==> src/rtl/mshr_pkg.sv <==
package mshr_pkg;
  typedef enum logic [1:0] {
    ENT_FREE   = 2'd0,
    ENT_PEND   = 2'd1,
    ENT_FILLED = 2'd2
  } ent_state_e;
endpackage

==> src/rtl/mshr_pick.sv <==
module mshr_pick #(
  parameter int N = 4,
  localparam int IW = (N > 1) ? $clog2(N) : 1
) (
  input  logic [N-1:0]  req,
  output logic          any,
  output logic [IW-1:0] idx
);
  function automatic logic [IW-1:0] lowest(input logic [N-1:0] v);
    lowest = '0;
    for (int i = N - 1; i >= 0; i--) if (v[i]) lowest = IW'(i);
  endfunction

  assign any = |req;
  assign idx = lowest(req);
endmodule

==> src/rtl/mshr_entry.sv <==
module mshr_entry
  import mshr_pkg::*;
#(
  parameter int LINE_W = 26,
  parameter int WORDS  = 4,
  parameter int REG_W  = 5,
  parameter int DATA_W = 32,
  localparam int WORD_W = (WORDS > 1) ? $clog2(WORDS) : 1
) (
  input  logic                    clk,
  input  logic                    rst_n,
  input  logic                    alloc_i,
  input  logic [LINE_W-1:0]       addr_i,
  input  logic                    add_slot_i,
  input  logic [WORD_W-1:0]       word_i,
  input  logic [REG_W-1:0]        reg_i,
  input  logic                    fill_i,
  input  logic [WORDS*DATA_W-1:0] fill_data_i,
  input  logic                    drain_i,
  output logic                    pend_o,
  output logic                    filled_o,
  output logic [LINE_W-1:0]       addr_o,
  output logic [WORDS-1:0]        busy_o,
  output logic                    wb_have_o,
  output logic [REG_W-1:0]        wb_reg_o,
  output logic [DATA_W-1:0]       wb_data_o
);
  ent_state_e              state_q, state_d;
  logic [LINE_W-1:0]       addr_q;
  logic [WORDS-1:0]        busy_q, busy_d;
  logic [REG_W-1:0]        dest_q [WORDS];
  logic [WORDS*DATA_W-1:0] data_q;
  logic [WORD_W-1:0]       head_w;
  logic                    take_fill;

  function automatic logic [WORD_W-1:0] first_word(input logic [WORDS-1:0] v);
    first_word = '0;
    for (int i = WORDS - 1; i >= 0; i--) if (v[i]) first_word = WORD_W'(i);
  endfunction

  assign head_w    = first_word(busy_q);
  assign take_fill = fill_i && (state_q == ENT_PEND);

  always_comb begin
    busy_d = busy_q;
    if (alloc_i)    busy_d = '0;
    if (add_slot_i) busy_d[word_i] = 1'b1;
    if (drain_i)    busy_d[head_w] = 1'b0;
  end

  always_comb begin
    state_d = state_q;
    if (alloc_i)                                     state_d = ENT_PEND;
    else if (take_fill)                              state_d = ENT_FILLED;
    else if (state_q == ENT_FILLED && busy_d == '0)  state_d = ENT_FREE;
  end

  always_ff @(posedge clk or negedge rst_n) begin
    if (!rst_n) begin
      state_q <= ENT_FREE;
      busy_q  <= '0;
    end else begin
      state_q <= state_d;
      busy_q  <= busy_d;
    end
  end

  always_ff @(posedge clk) begin
    if (alloc_i)    addr_q         <= addr_i;
    if (add_slot_i) dest_q[word_i] <= reg_i;
    if (take_fill)  data_q         <= fill_data_i;
  end

  assign pend_o    = (state_q == ENT_PEND);
  assign filled_o  = (state_q == ENT_FILLED);
  assign addr_o    = addr_q;
  assign busy_o    = busy_q;
  assign wb_have_o = filled_o && (busy_q != '0);
  assign wb_reg_o  = dest_q[head_w];
  assign wb_data_o = data_q[head_w*DATA_W +: DATA_W];

  AST_ALLOC_ONLY_FREE: assert property (@(posedge clk) disable iff (!rst_n)
    alloc_i |-> state_q == ENT_FREE);
  AST_SLOT_NO_OVERWRITE: assert property (@(posedge clk) disable iff (!rst_n)
    (add_slot_i && !alloc_i) |-> !busy_q[word_i]);
  AST_DRAIN_ONLY_FILLED: assert property (@(posedge clk) disable iff (!rst_n)
    drain_i |-> wb_have_o);
  AST_FREE_AFTER_LAST: assert property (@(posedge clk) disable iff (!rst_n)
    (filled_o && drain_i && $countones(busy_q) == 1) |=> state_q == ENT_FREE);
  AST_FILL_IGNORED: assert property (@(posedge clk) disable iff (!rst_n)
    (fill_i && state_q == ENT_FREE && !alloc_i) |=> state_q == ENT_FREE);
endmodule

==> src/rtl/mshr_scoreboard.sv <==
module mshr_scoreboard #(
  parameter int NUM_REGS = 32,
  localparam int REG_W = $clog2(NUM_REGS)
) (
  input  logic             clk,
  input  logic             rst_n,
  input  logic             set_en,
  input  logic [REG_W-1:0] set_reg,
  input  logic             clr_en,
  input  logic [REG_W-1:0] clr_reg,
  input  logic [REG_W-1:0] qa,
  input  logic [REG_W-1:0] qb,
  output logic             stall_o
);
  logic [NUM_REGS-1:0] empty_q;

  always_ff @(posedge clk or negedge rst_n) begin
    if (!rst_n) begin
      empty_q <= '0;
    end else begin
      if (clr_en) empty_q[clr_reg] <= 1'b0;
      if (set_en) empty_q[set_reg] <= 1'b1;
    end
  end

  assign stall_o = empty_q[qa] | empty_q[qb];

  AST_SET_MARKS_EMPTY: assert property (@(posedge clk) disable iff (!rst_n)
    set_en |=> empty_q[$past(set_reg)]);
  AST_CLR_MARKS_FULL: assert property (@(posedge clk) disable iff (!rst_n)
    (clr_en && !(set_en && set_reg == clr_reg)) |=> !empty_q[$past(clr_reg)]);
endmodule

==> src/rtl/mshr_file.sv <==
module mshr_file
  import mshr_pkg::*;
#(
  parameter int ENTRIES  = 4,
  parameter int WORDS    = 4,
  parameter int NUM_REGS = 32,
  parameter int LINE_W   = 26,
  parameter int DATA_W   = 32,
  localparam int IDX_W  = (ENTRIES > 1) ? $clog2(ENTRIES) : 1,
  localparam int WORD_W = (WORDS > 1) ? $clog2(WORDS) : 1,
  localparam int REG_W  = $clog2(NUM_REGS)
) (
  input  logic                    clk,
  input  logic                    rst_n,
  input  logic                    miss_valid,
  input  logic [LINE_W-1:0]       miss_line,
  input  logic [WORD_W-1:0]       miss_word,
  input  logic [REG_W-1:0]        miss_dest,
  output logic                    miss_stall,
  output logic                    memreq_valid,
  output logic [LINE_W-1:0]       memreq_line,
  output logic [IDX_W-1:0]        memreq_idx,
  input  logic                    fill_valid,
  input  logic [IDX_W-1:0]        fill_idx,
  input  logic [WORDS*DATA_W-1:0] fill_data,
  output logic                    wb_valid,
  output logic [REG_W-1:0]        wb_reg,
  output logic [DATA_W-1:0]       wb_data,
  input  logic [REG_W-1:0]        query_reg_a,
  input  logic [REG_W-1:0]        query_reg_b,
  output logic                    query_stall
);
  logic [ENTRIES-1:0] ent_pend, ent_filled, ent_wb_have;
  logic [ENTRIES-1:0] hit_vec, free_vec, drain_sel;
  logic [LINE_W-1:0]  ent_addr    [ENTRIES];
  logic [WORDS-1:0]   ent_busy    [ENTRIES];
  logic [REG_W-1:0]   ent_wb_reg  [ENTRIES];
  logic [DATA_W-1:0]  ent_wb_data [ENTRIES];

  logic             hit_any, free_any, slot_taken, do_alloc, do_merge;
  logic [IDX_W-1:0] hit_idx, free_idx, drain_idx;

  mshr_pick #(.N(ENTRIES)) u_hit   (.req(hit_vec),     .any(hit_any),  .idx(hit_idx));
  mshr_pick #(.N(ENTRIES)) u_free  (.req(free_vec),    .any(free_any), .idx(free_idx));
  mshr_pick #(.N(ENTRIES)) u_drain (.req(ent_wb_have), .any(wb_valid), .idx(drain_idx));

  assign slot_taken = ent_busy[hit_idx][miss_word];
  assign do_alloc   = miss_valid && !hit_any && free_any;
  assign do_merge   = miss_valid && hit_any && !slot_taken;
  assign miss_stall = miss_valid && !do_alloc && !do_merge;

  assign memreq_valid = do_alloc;
  assign memreq_line  = miss_line;
  assign memreq_idx   = free_idx;

  for (genvar g = 0; g < ENTRIES; g++) begin : g_ent
    logic alloc_here;
    assign hit_vec[g]   = ent_pend[g] && (ent_addr[g] == miss_line);
    assign free_vec[g]  = !ent_pend[g] && !ent_filled[g];
    assign alloc_here   = do_alloc && (free_idx == IDX_W'(g));
    assign drain_sel[g] = wb_valid && (drain_idx == IDX_W'(g));

    mshr_entry #(
      .LINE_W(LINE_W), .WORDS(WORDS), .REG_W(REG_W), .DATA_W(DATA_W)
    ) u_entry (
      .clk         (clk),
      .rst_n       (rst_n),
      .alloc_i     (alloc_here),
      .addr_i      (miss_line),
      .add_slot_i  (alloc_here || (do_merge && hit_idx == IDX_W'(g))),
      .word_i      (miss_word),
      .reg_i       (miss_dest),
      .fill_i      (fill_valid && fill_idx == IDX_W'(g)),
      .fill_data_i (fill_data),
      .drain_i     (drain_sel[g]),
      .pend_o      (ent_pend[g]),
      .filled_o    (ent_filled[g]),
      .addr_o      (ent_addr[g]),
      .busy_o      (ent_busy[g]),
      .wb_have_o   (ent_wb_have[g]),
      .wb_reg_o    (ent_wb_reg[g]),
      .wb_data_o   (ent_wb_data[g])
    );
  end

  assign wb_reg  = ent_wb_reg[drain_idx];
  assign wb_data = ent_wb_data[drain_idx];

  mshr_scoreboard #(.NUM_REGS(NUM_REGS)) u_sb (
    .clk     (clk),
    .rst_n   (rst_n),
    .set_en  (do_alloc || do_merge),
    .set_reg (miss_dest),
    .clr_en  (wb_valid),
    .clr_reg (wb_reg),
    .qa      (query_reg_a),
    .qb      (query_reg_b),
    .stall_o (query_stall)
  );

  AST_ONE_WB_PER_CYCLE: assert property (@(posedge clk) disable iff (!rst_n)
    $onehot0(drain_sel));
  AST_REQ_TO_FREE_ENTRY: assert property (@(posedge clk) disable iff (!rst_n)
    memreq_valid |-> (!ent_pend[memreq_idx] && !ent_filled[memreq_idx]));
  AST_REQ_BECOMES_PENDING: assert property (@(posedge clk) disable iff (!rst_n)
    memreq_valid |=> ent_pend[$past(memreq_idx)]);
  AST_NO_REQ_FOR_HELD_LINE: assert property (@(posedge clk) disable iff (!rst_n)
    (miss_valid && hit_any) |-> !memreq_valid);
endmodule

==> config.mk <==
export PLATFORM = sky130hd
export DESIGN_NAME = mshr_file
export DESIGN_NICKNAME = d
export VERILOG_FILES = /design/src/rtl/mshr_pkg.sv /design/src/rtl/mshr_pick.sv /design/src/rtl/mshr_entry.sv /design/src/rtl/mshr_scoreboard.sv /design/src/rtl/mshr_file.sv
export SDC_FILE = /design/constraint.sdc
export NUM_CORES = 1
export LEC_CHECK = 0
export BUFFER_PORTS_ARGS = -buffer_cell sky130_fd_sc_hd__buf_2
export CORE_MARGIN = 4
export CORE_UTILIZATION = 50
export CTS_BUF_LIST = sky130_fd_sc_hd__clkbuf_2 sky130_fd_sc_hd__clkbuf_4 sky130_fd_sc_hd__clkbuf_8
export CTS_CLUSTER_SIZE = 12
export DETAILED_ROUTE_END_ITERATION = 6
export HOLD_SLACK_MARGIN = 0.06
export PLACE_DENSITY_LB_ADDON = 0.2
export SYNTH_ARGS = -nofsm -noshare
export SYNTH_HDL_FRONTEND = slang
export SYNTH_SLANG_ARGS = --single-unit
==> constraint.sdc <==
create_clock -name clk -period 4.2 [get_ports clk]
set_input_delay 0.21 -clock clk [delete_from_list [all_inputs] [get_ports clk]]
set_output_delay 0.21 -clock clk [all_outputs]
set_load 0.01 [all_outputs]
==> impl_metrics.json <==
{
  "pin_count": 246,
  "p_per_area_mw_per_mm2": 614,
  "syn-num-nets": 2139,
  "rsz0062_at_grt": "false",
  "final.setup.tns_ns": 0,
  "combPwrFrac": 0.304,
  "htreeDepth": 3,
  "cp-end-kind": "flop",
  "cp_slowest_cell": "a2111oi_0",
  "drive_gt1_frac": 0.225,
  "cts_inserted_buffers": 116,
  "timing.fmax_ghz": 0.249,
  "ant_nets": 0,
  "slew_viol_final": 0,
  "critPathBufInv": 1,
  "overflow": 0,
  "period_share": 0.957,
  "root_buffer": "clkbuf_8",
  "synth-seq-area-share": 0.736,
  "areaGrowthSynthToFinish_pct": 20.0,
  "critical_path.max_fanout": 15,
  "drt_iter0_markers": 2516,
  "grt_max_degree": 84,
  "clkLatencyLatePin_ns": 0.74,
  "synth_top_cell_by_area": "edfxtp_1",
  "drt-vias-per-instance": 6.17,
  "regArea_mm2": 0.0223,
  "cts.sinks": 752,
  "clk_pin_slew_ns": 0.06,
  "multiInputGateArea_mm2": 0.00732,
  "status": "finished, violations left",
  "ir_drop_mv": 0.351,
  "report.final.hold_viol_count": 0,
  "fin_crit_ns": 4.02,
  "timing_worst_setup_path_type": "flop to flop",
  "total_power_w": 0.0223,
  "maxCapViolations": 0,
  "synth_edf_count": 696,
  "die_h_um": 254,
  "drc_errors": 12,
  "seqPwrFrac": 0.429,
  "synth_warnings": 0,
  "grt_pass1_wl_mm": 125,
  "power.leakage_nw": 12.4,
  "post-route-util": 0.611,
  "synthArstFlopShare": 0.0745,
  "hold_path_class": "input port to asynchronous set/reset pin",
  "clkPwrFrac": 0.268,
  "dr.pass1.iters": 7,
  "cp_slowest_stage_delay_ns": 0.74,
  "nets": 2574,
  "worstPathArrival_ns": 4.58,
  "coreArea_mm2": 0.0595,
  "routed-via-count": 20100,
  "initial_core_util": 0.510,
  "core.rowCount": 89,
  "dpl.hpwl_mm": 50.9,
  "place_congestion": 0.893,
  "cp-start-kind": "flop",
  "avgRoutedWirePerCell_um": 26.1,
  "grt_pass1_vias": 20000,
  "critical_path_required_ns": 4.76,
  "synth_cells": 1954,
  "io_buffer_count": 245,
  "grt_usage": 0.259,
  "p_sw_w": 0.00775,
  "netlist_area_mm2": 0.0303,
  "dp_slack_ns": 0.332,
  "tightest_slew_ns": 0.844,
  "design_area_mm2": 0.0364,
  "placed_area_mm2": 0.0323,
  "fin_skew_ns": 0.0618,
  "violations": "DRC",
  "fp.dieArea_mm2": 0.0646,
  "synthTopCellsByArea": "edfxtp_1, dfrtp_1, a222oi_1",
  "cts_setup_buffers": 0,
  "postLayoutSetupSlackWorst_ns": 0.181,
  "wirelength_mm": 85.4,
  "p_int_w": 0.0146,
  "setup_violations": 0,
  "ys_ff_latch": 752,
  "yosysUniqueCellTypes": 78,
  "tritoncts": "built",
  "fill_cells": 4495,
  "switching_share": 0.347,
  "die_w_um": 254,
  "path_cells": "o41ai_1, and2_1, nand3_2, o21ai_0, mux2i_1, a211oi_1, o211ai_1, a2111oi_0, buf_4, o31ai_1",
  "antenna_found_initial": 11,
  "cp_top_family": "compound AO/OA/AOI/OAI gates",
  "synth_flop_cell": "edfxtp_1",
  "clockBufferDepth": 3,
  "synth_top_area_frac": 0.690,
  "syn_area_per_cell_um2": 15.5,
  "slew_headroom": 0.423
}
[final cells by class]
type | count | share of cell area
Antenna cell | 8 | 0.000551
Clock buffer | 165 | 0.0549
Clock inverter | 49 | 0.00795
Inverter | 32 | 0.00372
Multi-Input combinational cell | 1029 | 0.201
Sequential cell | 752 | 0.614
Tap cell | 773 | 0.0266
Timing Repair Buffer | 458 | 0.0913
[timing repair]
item,CTS,global route
resized for setup,0,6
hold buffers,167,0
setup endpoints to repair,0,4
hold endpoints to repair,776,0
[cell families (layout without fill, tap and decap cells)]
kind of cell | count (synthesis) | after routing | share of synthesized area
DFF | 752 | 752 | 0.736
AOI/OAI and AO/OA | 453 | 454 | 0.111
and+or+nand+nor | 428 | 428 | 0.0717
buffers and inverters | 174 | 704 | 0.0271
xor gates and xnor gates | 107 | 107 | 0.0323
muxes | 32 | 32 | 0.0189
adders and majority gates | 8 | 8 | 0.00330
other | 0 | 8 | 0
[path summary, 6_finish.rpt]
kind,start,end,slack (ns),depth (start not counted)
hold / removal,rst_n,u_sb.empty_q[5]$_DFF_PN0_,0.19,3
hold reg to reg,u_sb.empty_q[13]$_DFF_PN0_,u_sb.empty_q[13]$_DFF_PN0_,0.53,2
max in group asynchronous,rst_n,u_sb.empty_q[19]$_DFF_PN0_,3.47,3
setup / recovery,g_ent[0].u_entry.busy_o[0]$_DFF_PN0_,g_ent[3].u_entry.state_q[0]$_DFFE_PN0P_,0.18,10
min in group clk,miss_word[1],g_ent[3].u_entry.busy_o[3]$_DFF_PN0_,0.19,4
setup reg to reg,g_ent[0].u_entry.busy_o[0]$_DFF_PN0_,g_ent[3].u_entry.state_q[0]$_DFFE_PN0P_,0.18,10
[state kept, by name, indices dropped and copies added, names as in the netlist]
name	flops
g_ent.u_entry.dest_q	80
u_sb.empty_q	32
g_ent.u_entry.data_q	512
g_ent.u_entry.addr_o	104
g_ent.u_entry.busy_o	16
g_ent.u_entry.state_q	8
[per-layer routing]
metal / track usage / routed length (µm)
met1: 0.361 / 33500
met2: 0.424 / 41500
met3: 0.0456 / 8530
met4: 0.0788 / 1800
met5: 0 / 21
[metrics by stage]
| step | hold slack, ns | std cells |
|---|---|---|
| 5_1_grt | 0.177 | 3264 |
| 2_1_floorplan | -0.0856 | 1954 |
| 4_1_cts | 0.0908 | 3257 |
| 6_report | 0.190 | 3266 |
| 3_5_place_dp | 0.411 | 2876 |
| 3_3_place_gp | 0.407 | 2876 |
[power groups by stage]
stage	clock network (W)	logic, W	registers, W
finish	0.00597	0.00677	0.00957
global route	0.00644	0.00722	0.00964
CTS	0.00606	0.00669	0.00956
detailed placement	0	0.00653	0.00972
global placement	0	0.00647	0.00967
floorplan	0	0.00382	0.00958
[cells in the final DEF (no fill, tap or decap), types with 56 or more instances in the layout]
| cell | n |
|---|---|
| nor2_1 | 79 |
| dlygate4sd3_1 | 167 |
| dfrtp_1 | 56 |
| edfxtp_1 | 696 |
| nand2_1 | 146 |
| a21oi_1 | 128 |
| buf_2 | 245 |
| o21ai_0 | 72 |
| a222oi_1 | 112 |
| xnor2_1 | 90 |
| clkbuf_8 | 121 |
[worst min-delay path: stages]
cell and delay (ns):
dlygate4sd3_1 0.52, buf_2 0.10, buf_4 0.59
[synthesized netlist by cell type, drive strengths merged, types with 4 or more instances]
| cell type | count |
|---|---|
| a21oi | 130 |
| mux2i | 10 |
| ha | 8 |
| edfxtp | 696 |
| a222oi | 112 |
| nor4 | 23 |
| a2bb2oi | 6 |
| mux4 | 20 |
| inv | 31 |
| nand2b | 5 |
| or2 | 5 |
| nor3 | 20 |
| o211ai | 9 |
| or3 | 4 |
| dfrtp | 56 |
| or4 | 35 |
| and2 | 9 |
| clkbuf | 92 |
| nor2 | 81 |
| o31ai | 8 |
| nor2b | 7 |
| nand3b | 4 |
| xor2 | 13 |
| a22o | 37 |
| a221oi | 36 |
| buf | 50 |
| xnor2 | 94 |
| o22ai | 6 |
| a31oi | 4 |
| o21ai | 72 |
| and3 | 8 |
| nand4 | 51 |
| nand3 | 17 |
| nand2 | 147 |
| and4 | 4 |
No activity file was read; power rests on OpenSTA's default activity.
